File: config.mk
export PLATFORM = sky130hd
export DESIGN_NAME = dec_init_seq
export DESIGN_NICKNAME = d
export VERILOG_FILES = /design/src/rtl/dec_init_pkg.sv /design/src/rtl/dec_step_cnt.sv /design/src/rtl/dec_tail_rom.sv /design/src/rtl/dec_init_seq.sv
export SDC_FILE = /design/constraint.sdc
export NUM_CORES = 1
export LEC_CHECK = 0
export ABC_AREA = 1
export CORE_MARGIN = 2
export CORE_UTILIZATION = 30
export CTS_CLUSTER_DIAMETER = 120
export DETAILED_ROUTE_END_ITERATION = 8
export GPL_TIMING_DRIVEN = 0
export HOLD_SLACK_MARGIN = 0.05
export SLEW_MARGIN = 10
export SYNTH_ARGS = -nofsm -noshare
export SYNTH_HDL_FRONTEND = slang
export SYNTH_SLANG_ARGS = --single-unit
File: constraint.sdc
create_clock -name clk -period 3.2 [get_ports clk]
set_clock_uncertainty 0.05 [all_clocks]
set_input_delay 0.64 -clock clk [delete_from_list [all_inputs] [get_ports clk]]
set_output_delay 0.64 -clock clk [all_outputs]
set_load 0.01 [all_outputs]
File: src/rtl/dec_init_pkg.sv
package dec_init_pkg;
  typedef enum logic [2:0] {
    ST_IDLE  = 3'd0,
    ST_ID    = 3'd1,
    ST_FETCH = 3'd2,
    ST_LOAD  = 3'd3,
    ST_TWR   = 3'd4,
    ST_TAIL  = 3'd5,
    ST_DONE  = 3'd6,
    ST_FAIL  = 3'd7
  } seq_state_t;

  localparam int TAIL_N = 5;
  localparam int TAIL_W = 3;

  localparam logic [2:0] FC_NONE    = 3'd0;
  localparam logic [2:0] FC_NO_ID   = 3'd1;
  localparam logic [2:0] FC_BAD_ID  = 3'd2;
  localparam logic [2:0] FC_TBL     = 3'd3;
  localparam logic [2:0] FC_TAIL    = 3'd4;

  localparam logic [7:0] ID_REG = 8'h01;
endpackage

File: src/rtl/dec_step_cnt.sv
module dec_step_cnt #(
  parameter int W = 4
) (
  input  logic         clk,
  input  logic         rst_n,
  input  logic         clr_i,
  input  logic         inc_i,
  output logic [W-1:0] q_o
);
  logic [W-1:0] q_d;
  logic         q_en;

  always_comb begin
    q_en = clr_i | inc_i;
    q_d  = clr_i ? '0 : q_o + W'(1);
  end

  always_ff @(posedge clk or negedge rst_n) begin
    if (!rst_n)    q_o <= '0;
    else if (q_en) q_o <= q_d;
  end
endmodule

File: src/rtl/dec_tail_rom.sv
module dec_tail_rom #(
  parameter int AW = 8,
  parameter int DW = 8
) (
  input  logic [dec_init_pkg::TAIL_W-1:0] sel_i,
  output logic [AW-1:0]                   reg_o,
  output logic [DW-1:0]                   val_o
);
  // Order is behaviour: output format, then run, then play.
  always_comb begin
    case (sel_i)
      3'd0:    begin reg_o = AW'(8'h84); val_o = DW'(8'h01); end
      3'd1:    begin reg_o = AW'(8'h85); val_o = DW'(8'h21); end
      3'd2:    begin reg_o = AW'(8'h24); val_o = DW'(8'h04); end
      3'd3:    begin reg_o = AW'(8'h72); val_o = DW'(8'h01); end
      default: begin reg_o = AW'(8'h13); val_o = DW'(8'h01); end
    endcase
  end
endmodule

File: src/rtl/dec_init_seq.sv
module dec_init_seq #(
  parameter int         TBL_LEN = 2007,
  parameter logic [7:0] DEV_ID  = 8'hAC,
  parameter int         AW      = 8,
  parameter int         DW      = 8,
  localparam int        CW      = $clog2(TBL_LEN + 1),
  localparam int        IW      = (CW > 3) ? CW : 3
) (
  input  logic          clk,
  input  logic          rst_n,
  input  logic          start_i,
  output logic          busy_o,
  output logic          done_o,
  output logic          fail_o,
  output logic [2:0]    fail_code_o,
  output logic [IW-1:0] fail_idx_o,
  output logic [IW-1:0] tbl_idx_o,
  input  logic [AW-1:0] tbl_reg_i,
  input  logic [DW-1:0] tbl_val_i,
  output logic          req_o,
  output logic          req_rd_o,
  output logic [AW-1:0] req_reg_o,
  output logic [DW-1:0] req_wdata_o,
  input  logic          rsp_valid_i,
  input  logic          rsp_nack_i,
  input  logic [DW-1:0] rsp_rdata_i
);
  import dec_init_pkg::*;

  localparam logic [IW-1:0] LAST_IDX = IW'(TBL_LEN - 1);
  localparam logic [TAIL_W-1:0] LAST_TAIL = TAIL_W'(TAIL_N - 1);

  seq_state_t         st_q, st_d;
  logic [IW-1:0]      idx_q;
  logic [TAIL_W-1:0]  tsel_q;
  logic               idx_clr, idx_inc, tsel_clr, tsel_inc;
  logic [AW-1:0]      pair_reg_q;
  logic [DW-1:0]      pair_val_q;
  logic               pair_en;
  logic [2:0]         fcode_d, fcode_q;
  logic [IW-1:0]      fidx_d, fidx_q;
  logic               fail_en;
  logic [AW-1:0]      tail_reg;
  logic [DW-1:0]      tail_val;
  logic               accept;

  dec_step_cnt #(.W(IW)) u_idx (
    .clk(clk), .rst_n(rst_n), .clr_i(idx_clr), .inc_i(idx_inc), .q_o(idx_q)
  );

  dec_step_cnt #(.W(TAIL_W)) u_tsel (
    .clk(clk), .rst_n(rst_n), .clr_i(tsel_clr), .inc_i(tsel_inc), .q_o(tsel_q)
  );

  dec_tail_rom #(.AW(AW), .DW(DW)) u_tail (
    .sel_i(tsel_q), .reg_o(tail_reg), .val_o(tail_val)
  );

  assign accept = start_i & ((st_q == ST_IDLE) | (st_q == ST_DONE) | (st_q == ST_FAIL));

  // Next-state logic
  always_comb begin
    st_d     = st_q;
    idx_clr  = 1'b0;
    idx_inc  = 1'b0;
    tsel_clr = 1'b0;
    tsel_inc = 1'b0;
    pair_en  = 1'b0;
    fail_en  = 1'b0;
    fcode_d  = fcode_q;
    fidx_d   = fidx_q;
    case (st_q)
      ST_IDLE, ST_DONE, ST_FAIL: begin
        if (accept) begin
          st_d     = ST_ID;
          idx_clr  = 1'b1;
          tsel_clr = 1'b1;
          fail_en  = 1'b1;
          fcode_d  = FC_NONE;
          fidx_d   = '0;
        end
      end
      ST_ID: begin
        if (rsp_valid_i) begin
          if (rsp_nack_i) begin
            st_d = ST_FAIL; fail_en = 1'b1; fcode_d = FC_NO_ID;
          end else if (rsp_rdata_i[7:0] != DEV_ID) begin
            st_d = ST_FAIL; fail_en = 1'b1; fcode_d = FC_BAD_ID;
          end else begin
            st_d = ST_FETCH;
          end
        end
      end
      ST_FETCH: st_d = ST_LOAD;
      ST_LOAD: begin
        pair_en = 1'b1;
        st_d    = ST_TWR;
      end
      ST_TWR: begin
        if (rsp_valid_i) begin
          if (rsp_nack_i) begin
            st_d = ST_FAIL; fail_en = 1'b1; fcode_d = FC_TBL; fidx_d = idx_q;
          end else if (idx_q == LAST_IDX) begin
            st_d = ST_TAIL;
          end else begin
            idx_inc = 1'b1;
            st_d    = ST_FETCH;
          end
        end
      end
      ST_TAIL: begin
        if (rsp_valid_i) begin
          if (rsp_nack_i) begin
            st_d = ST_FAIL; fail_en = 1'b1; fcode_d = FC_TAIL; fidx_d = IW'(tsel_q);
          end else if (tsel_q == LAST_TAIL) begin
            st_d = ST_DONE;
          end else begin
            tsel_inc = 1'b1;
          end
        end
      end
      default: st_d = ST_IDLE;
    endcase
  end

  // Registers
  always_ff @(posedge clk or negedge rst_n) begin
    if (!rst_n) st_q <= ST_IDLE;
    else        st_q <= st_d;
  end

  always_ff @(posedge clk or negedge rst_n) begin
    if (!rst_n) begin
      pair_reg_q <= '0;
      pair_val_q <= '0;
    end else if (pair_en) begin
      pair_reg_q <= tbl_reg_i;
      pair_val_q <= tbl_val_i;
    end
  end

  always_ff @(posedge clk or negedge rst_n) begin
    if (!rst_n) begin
      fcode_q <= FC_NONE;
      fidx_q  <= '0;
    end else if (fail_en) begin
      fcode_q <= fcode_d;
      fidx_q  <= fidx_d;
    end
  end

  // Outputs
  always_comb begin
    busy_o      = (st_q == ST_ID) | (st_q == ST_FETCH) | (st_q == ST_LOAD) |
                  (st_q == ST_TWR) | (st_q == ST_TAIL);
    done_o      = (st_q == ST_DONE);
    fail_o      = (st_q == ST_FAIL);
    fail_code_o = fcode_q;
    fail_idx_o  = fidx_q;
    tbl_idx_o   = idx_q;
    req_o       = (st_q == ST_ID) | (st_q == ST_TWR) | (st_q == ST_TAIL);
    req_rd_o    = (st_q == ST_ID);
    req_reg_o   = '0;
    req_wdata_o = '0;
    case (st_q)
      ST_ID:   req_reg_o = AW'(ID_REG);
      ST_TWR:  begin req_reg_o = pair_reg_q; req_wdata_o = pair_val_q; end
      ST_TAIL: begin req_reg_o = tail_reg;   req_wdata_o = tail_val;   end
      default: ;
    endcase
  end
endmodule

* After elaboration in Yosys (flattened, before gate mapping)
Cells that the tools add are included.
** Storage, ports and cells
- Flip-flop bits (word level) :: 47
- Latch bits :: 0
- Bits of input ports :: 29
- Word-level logic and storage cells :: 99
- RAM bits :: 0
- Memories kept :: 0
- Output and inout bits :: 46
- Bits in read-only memories :: 0
** Operators by class
- Add/subtract/negate cells :: 2
- Div/mod/pow operators :: 0
- Shifts and indexed selects :: 0
- Bitwise gates (word level) :: 11
- Muxes and demuxes :: 49
- Multiply operators :: 0
- Reduce and logical (&&, ||, !) cells :: 9
- Equal/unequal tests :: 21
- Magnitude comparators :: 0
** Operators by type and width (count)
- 11-bit 2-to-1 mux :: 6
- 3-bit 2-to-1 mux :: 19
- 11-bit case mux with 3 select lines :: 1
- 8-bit case mux with 4 select lines :: 1
- 8-bit case mux with 3 select lines :: 1
- 3-bit case mux with 6 select lines :: 1
- 1-bit 2-to-1 mux :: 16
- 8-bit case mux with 2 select lines :: 1
- 3-bit == test (second input constant) :: 5
- 3-bit by 2-bit == test with 1-bit output (second input constant) :: 4
- 3-bit case mux with 4 select lines :: 1
- 6-bit case mux with 2 select lines :: 1
- 11-bit by 1-bit adder with 11-bit output (second input constant) :: 1
- 11-bit == test (second input constant) :: 1
- 2-bit != test (second input constant) :: 5
- 1-bit bitwise OR :: 10
- 9-bit AND reduction :: 1
- 8-bit != test (second input constant) :: 1
- 7-bit AND reduction :: 1
- 3-bit by 1-bit == test with 1-bit output (second input constant) :: 2
- 3-bit zero test :: 2
- 5-bit AND reduction :: 1
- 4-bit nonzero test :: 1
- 3-bit by 1-bit adder with 3-bit output (second input constant) :: 1
- 8 further kinds :: 8

* Depth between registers and ports, before layout
- Depth after elaboration :: 7
- Mapped depth :: 10
- Gate-level depth less buffers :: 10

* By module
From an unflattened synthesis, not the netlist that was laid out.
** Unflattened totals
- Cell total of the unflattened synthesis :: 333
- Area total of the unflattened synthesis :: 2758.9 µm²
** By module, submodules not included
- dec_init_seq :: sequential area each 825.8 µm², area an instance 1850.5 µm², times used 1, cells each 208
- dec_step_cnt at u_idx :: sequential area each 275.3 µm², area an instance 649.4 µm², times used 1, cells each 85
- dec_step_cnt at u_tsel :: sequential area each 75.1 µm², area an instance 142.6 µm², times used 1, cells each 17
- dec_tail_rom :: sequential area each 0.0 µm², area an instance 116.4 µm², times used 1, cells each 23

* Least setup slack after synthesis
Ideal clock, no wire load.
- Kind :: register -> output
- From :: register st_q[0]
- To :: output port req_reg_o[2]
- Stages on the path, launching flop included :: 7
- Setup slack :: 1.346 ns
- Required time :: 2.510 ns
- Arrival :: 1.164 ns
- Buffers on the path :: 1
- Cells stage by stage :: dfrtp_1 nor2_2 nand2_1 inv_2 buf_2 nand2_1 o211ai_1
** On the way
- Word-level cells in the longest chain between the ends :: 2
- Elaborated cells between the ends (all ways) :: 4
- Classes of those cells :: 3 x eq/ne; 1 x mux
** RTL lines
- from (decl) :: RTL line dec_init_seq.sv:33 : seq_state_t st_q, st_d;
- from (signal assigned) :: RTL line dec_init_seq.sv:129 : else st_q <= st_d;
- 3-bit == test or 3-bit by 1-bit == test with 1-bit output (tied branches) :: RTL line dec_init_seq.sv:165 : case (st_q)
- 8-bit case mux with 3 select lines * :: RTL line dec_init_seq.sv:165
- to (decl) :: RTL line dec_init_seq.sv:22 : output logic [AW-1:0] req_reg_o,
Every way passes the cells marked *; elsewhere a longest branch is shown, timed or not.

* Worst setup path in the final report
- From :: register st_q[0]
- To :: output port req_reg_o[0]
The elaborated chain is that of the path after synthesis.

==> metrics.cfg <==
[drt]
detail-route-antenna-nets = 0
num_vias = 2539
route.top_layer_used = met4
wl_met2_um = 3250
routedWlPerCell_um = 12.8
wl_met1_um = 3230
firstDrtPassIters = 4
drc = 0
drt_wl_total_um = 6910
via_per_inst = 4.70
dr_wl_met3_um = 388
initialDrtViolationCount = 88

[setup_path]
critPathMaxFanout = 10
max_stage_delay_ns = 0.60
end_kind = output port
startpoint_type = flip-flop
cp_common_cell = nand2_1
worstSetupPathType = flip-flop to output port
crit_slowest_cell = clkdlybuf4s50_1
r2r_end = u_idx.q_o[1]
path_cells = nor2_2, nand2_1, inv_2, buf_2, nand2_1, o2111ai_1, clkdlybuf4s50_1
worst_ep_required_time_ns = 2.51
reg2reg_from = u_idx.q_o[0]
rr_worst_depth = 8
rrSetupSlack_ns = 1.53
cp.arrival_ns = 2.20

[synth]
synth_top_area_share_pct = 42.9
synth.area.top_cells = dfrtp_1 (43%), nand2_1 (15%), nand3_1 (5.5%)
syn-instance-count = 350
synthFlopType = dfrtp_1
yosysUniqueCellTypes = 36
synth_edf_count = 0
async_flop_share_pct = 100
ys_seq_area_share_pct = 42.9
yosys_register_bits = 47
syn_nets = 386
synth_top_area_cell = dfrtp_1
syn_area_um2 = 2740
synth_common_cells = nand2_1 (112), dfrtp_1 (47), nor2_1 (35)
syn_avg_cell_area_um2 = 7.83
synth_warnings = 0
synth.most_common_cell = nand2_1

[hold_path]
holdCritPathClass = input port to asynchronous set/reset pin

[power_and_ir_drop]
internal_power_mw = 1.66
ir_drop_mv = 0.404
p_clk_share_pct = 12.8
p_leak_nw = 1.73
p_sw_mw = 1.21
switching_share_pct = 42.2
pwr-share-seq_pct = 32.4
power.density_nw_per_um2 = 771
comb_power_share_pct = 54.8
p_total_mw = 2.87

[layout]
drive_gt1_share_pct = 12.3
area_growth_pct = 35.7
antenna_cells = 0
nNetsFinal = 468
instances_no_fill = 540

[timing]
rsz0062_at_grt = no
max_freq_ghz = 0.346
fin_crit_ns = 2.89
fin_crit_sh_pct = 90.3
setup-tns-final_ns = 0
layout_setup_ws_ns = 0.311
relSlewSlack_pct = 62.4
setup_viol = 0
worstMarginPinSlew_ns = 0.563
final_max_slew_viol_count = 0
hold_viol = 0

[placement]
port_buffers = 74
post-place-ws_ns = 0.635
gp_congestion = 0.815
dp_hpwl_um = 5240
placedCellCount = 533

[floorplanning]
initial_core_util_pct = 31.1
ios = 75
die_h_um = 99.6
rows = 34
core_area_um2 = 8810
fp.dieW_um = 99.6
die_area_um2 = 9910

[cts]
clock-sinks = 47
cts_tree = yes
clock_path_buffers = 2
clkTransAtPathRegs_ns = 0.09
clkLatencyLatePin_ns = 0.29
cts_buffers = 5
htreeDepth = 2
ctsResizeCount = 0
clockRootBuffer = clkbuf_8
post_cts_buffers = 0
hold_buffers = 0

[global_routing]
grt_max_degree = 27
grt_overflow = 0
grt_pass1_wl_um = 11600
grt_pass1_vias = 2477
antenna_found_initial = 0
track_usage_pct = 14.3

[status]
status = complete, no violations

[job]
cap_viol_max_count = 0

worst max path at each step:
stage / startpoint / endpoint / slack [ns]
after floorplan: st_q[0] / req_reg_o[2] / 1.35
after global placement: rst_n / pair_reg_q[1] / 0.05
after detailed placement: st_q[0] / req_reg_o[0] / 0.64
after CTS: st_q[0] / req_reg_o[0] / 0.30
after global routing: st_q[0] / req_reg_o[0] / 0.14
final: st_q[0] / req_reg_o[0] / 0.31
placed cells by master (no fill, tap or decap), drive strengths merged, types with 7 or more instances in the layout:
cell type      instances
a21oi                  8
buf                   15
clkbuf                 7
clkdlybuf4s50         73
dfrtp                 47
ha                     7
inv                   36
mux2                  10
nand2                115
nand3                 32
nor2                  38
o21ai                 22
through the flow:
| step | utilization, % | cell area [um^2] | hold WS [ns] |
|---|---|---|---|
| 6_report | 42.2 | 3720 | 0.274 |
| 5_1_grt | 42.2 | 3720 | 0.313 |
| 3_3_place_gp | 41.0 | 3610 | 0.422 |
| 2_1_floorplan | - | 2740 | 0.294 |
| 3_5_place_dp | 41.2 | 3630 | 0.431 |
| 4_1_cts | 42.2 | 3720 | 0.285 |
critical path, delay by kind of cell, from the launching register on:
kind | cells | cell delay (ns)
AO/OA/AOI/OAI | 1 | 0.11
buffers and inverters | 3 | 0.94
flip-flops | 1 | 0.45
AND/OR/NAND/NOR | 3 | 0.41
final cells by class:
| class | count | area [um^2] |
|---|---|---|
| Fill cell | 919 | 5090 |
| Multi-Input combinational cell | 253 | 1330 |
| Sequential cell | 47 | 1180 |
| Timing Repair Buffer | 75 | 756 |
| Inverter | 36 | 138 |
| Tap cell | 108 | 135 |
| Buffer | 14 | 96.3 |
| Clock buffer | 6 | 82.6 |
| Clock inverter | 1 | 5.00 |
cells by family after synthesis:
| family | after synthesis | synth area share [%] |
|---|---|---|
| AND/OR/NAND/NOR | 194 | 31.1 |
| buffers and inverters | 50 | 8.54 |
| flip-flops | 47 | 42.9 |
| AO/OA/AOI/OAI | 38 | 8.86 |
| multiplexers | 10 | 4.11 |
| adder cells (fa/ha/maj) | 7 | 3.20 |
| XOR/XNOR | 4 | 1.28 |
routing by layer:
metal	GRT usage, %	up-vias
met4	2.53	0
met3	3.09	4
met2	23.4	66
met5	0	-
met1	19.7	1189
li1	-	1280
registers in the layout, indices dropped and copies added, names as in the netlist:
register and count:
fail_idx_o 11, fail_code_o 3, u_idx.q_o 11, st_q 3, pair_reg_q 8, pair_val_q 8, u_tsel.q_o 3
power by group through the flow:
stage	clock [mW]	sequential, mW	combinational [mW]
after CTS	0.383	0.930	1.59
after detailed placement	0	0.943	1.58
after floorplan	0	0.933	0.965
after global routing	0.406	0.961	1.74
final	0.367	0.929	1.57
after global placement	0	0.938	1.56
Power figures use the tool's default switching activity.
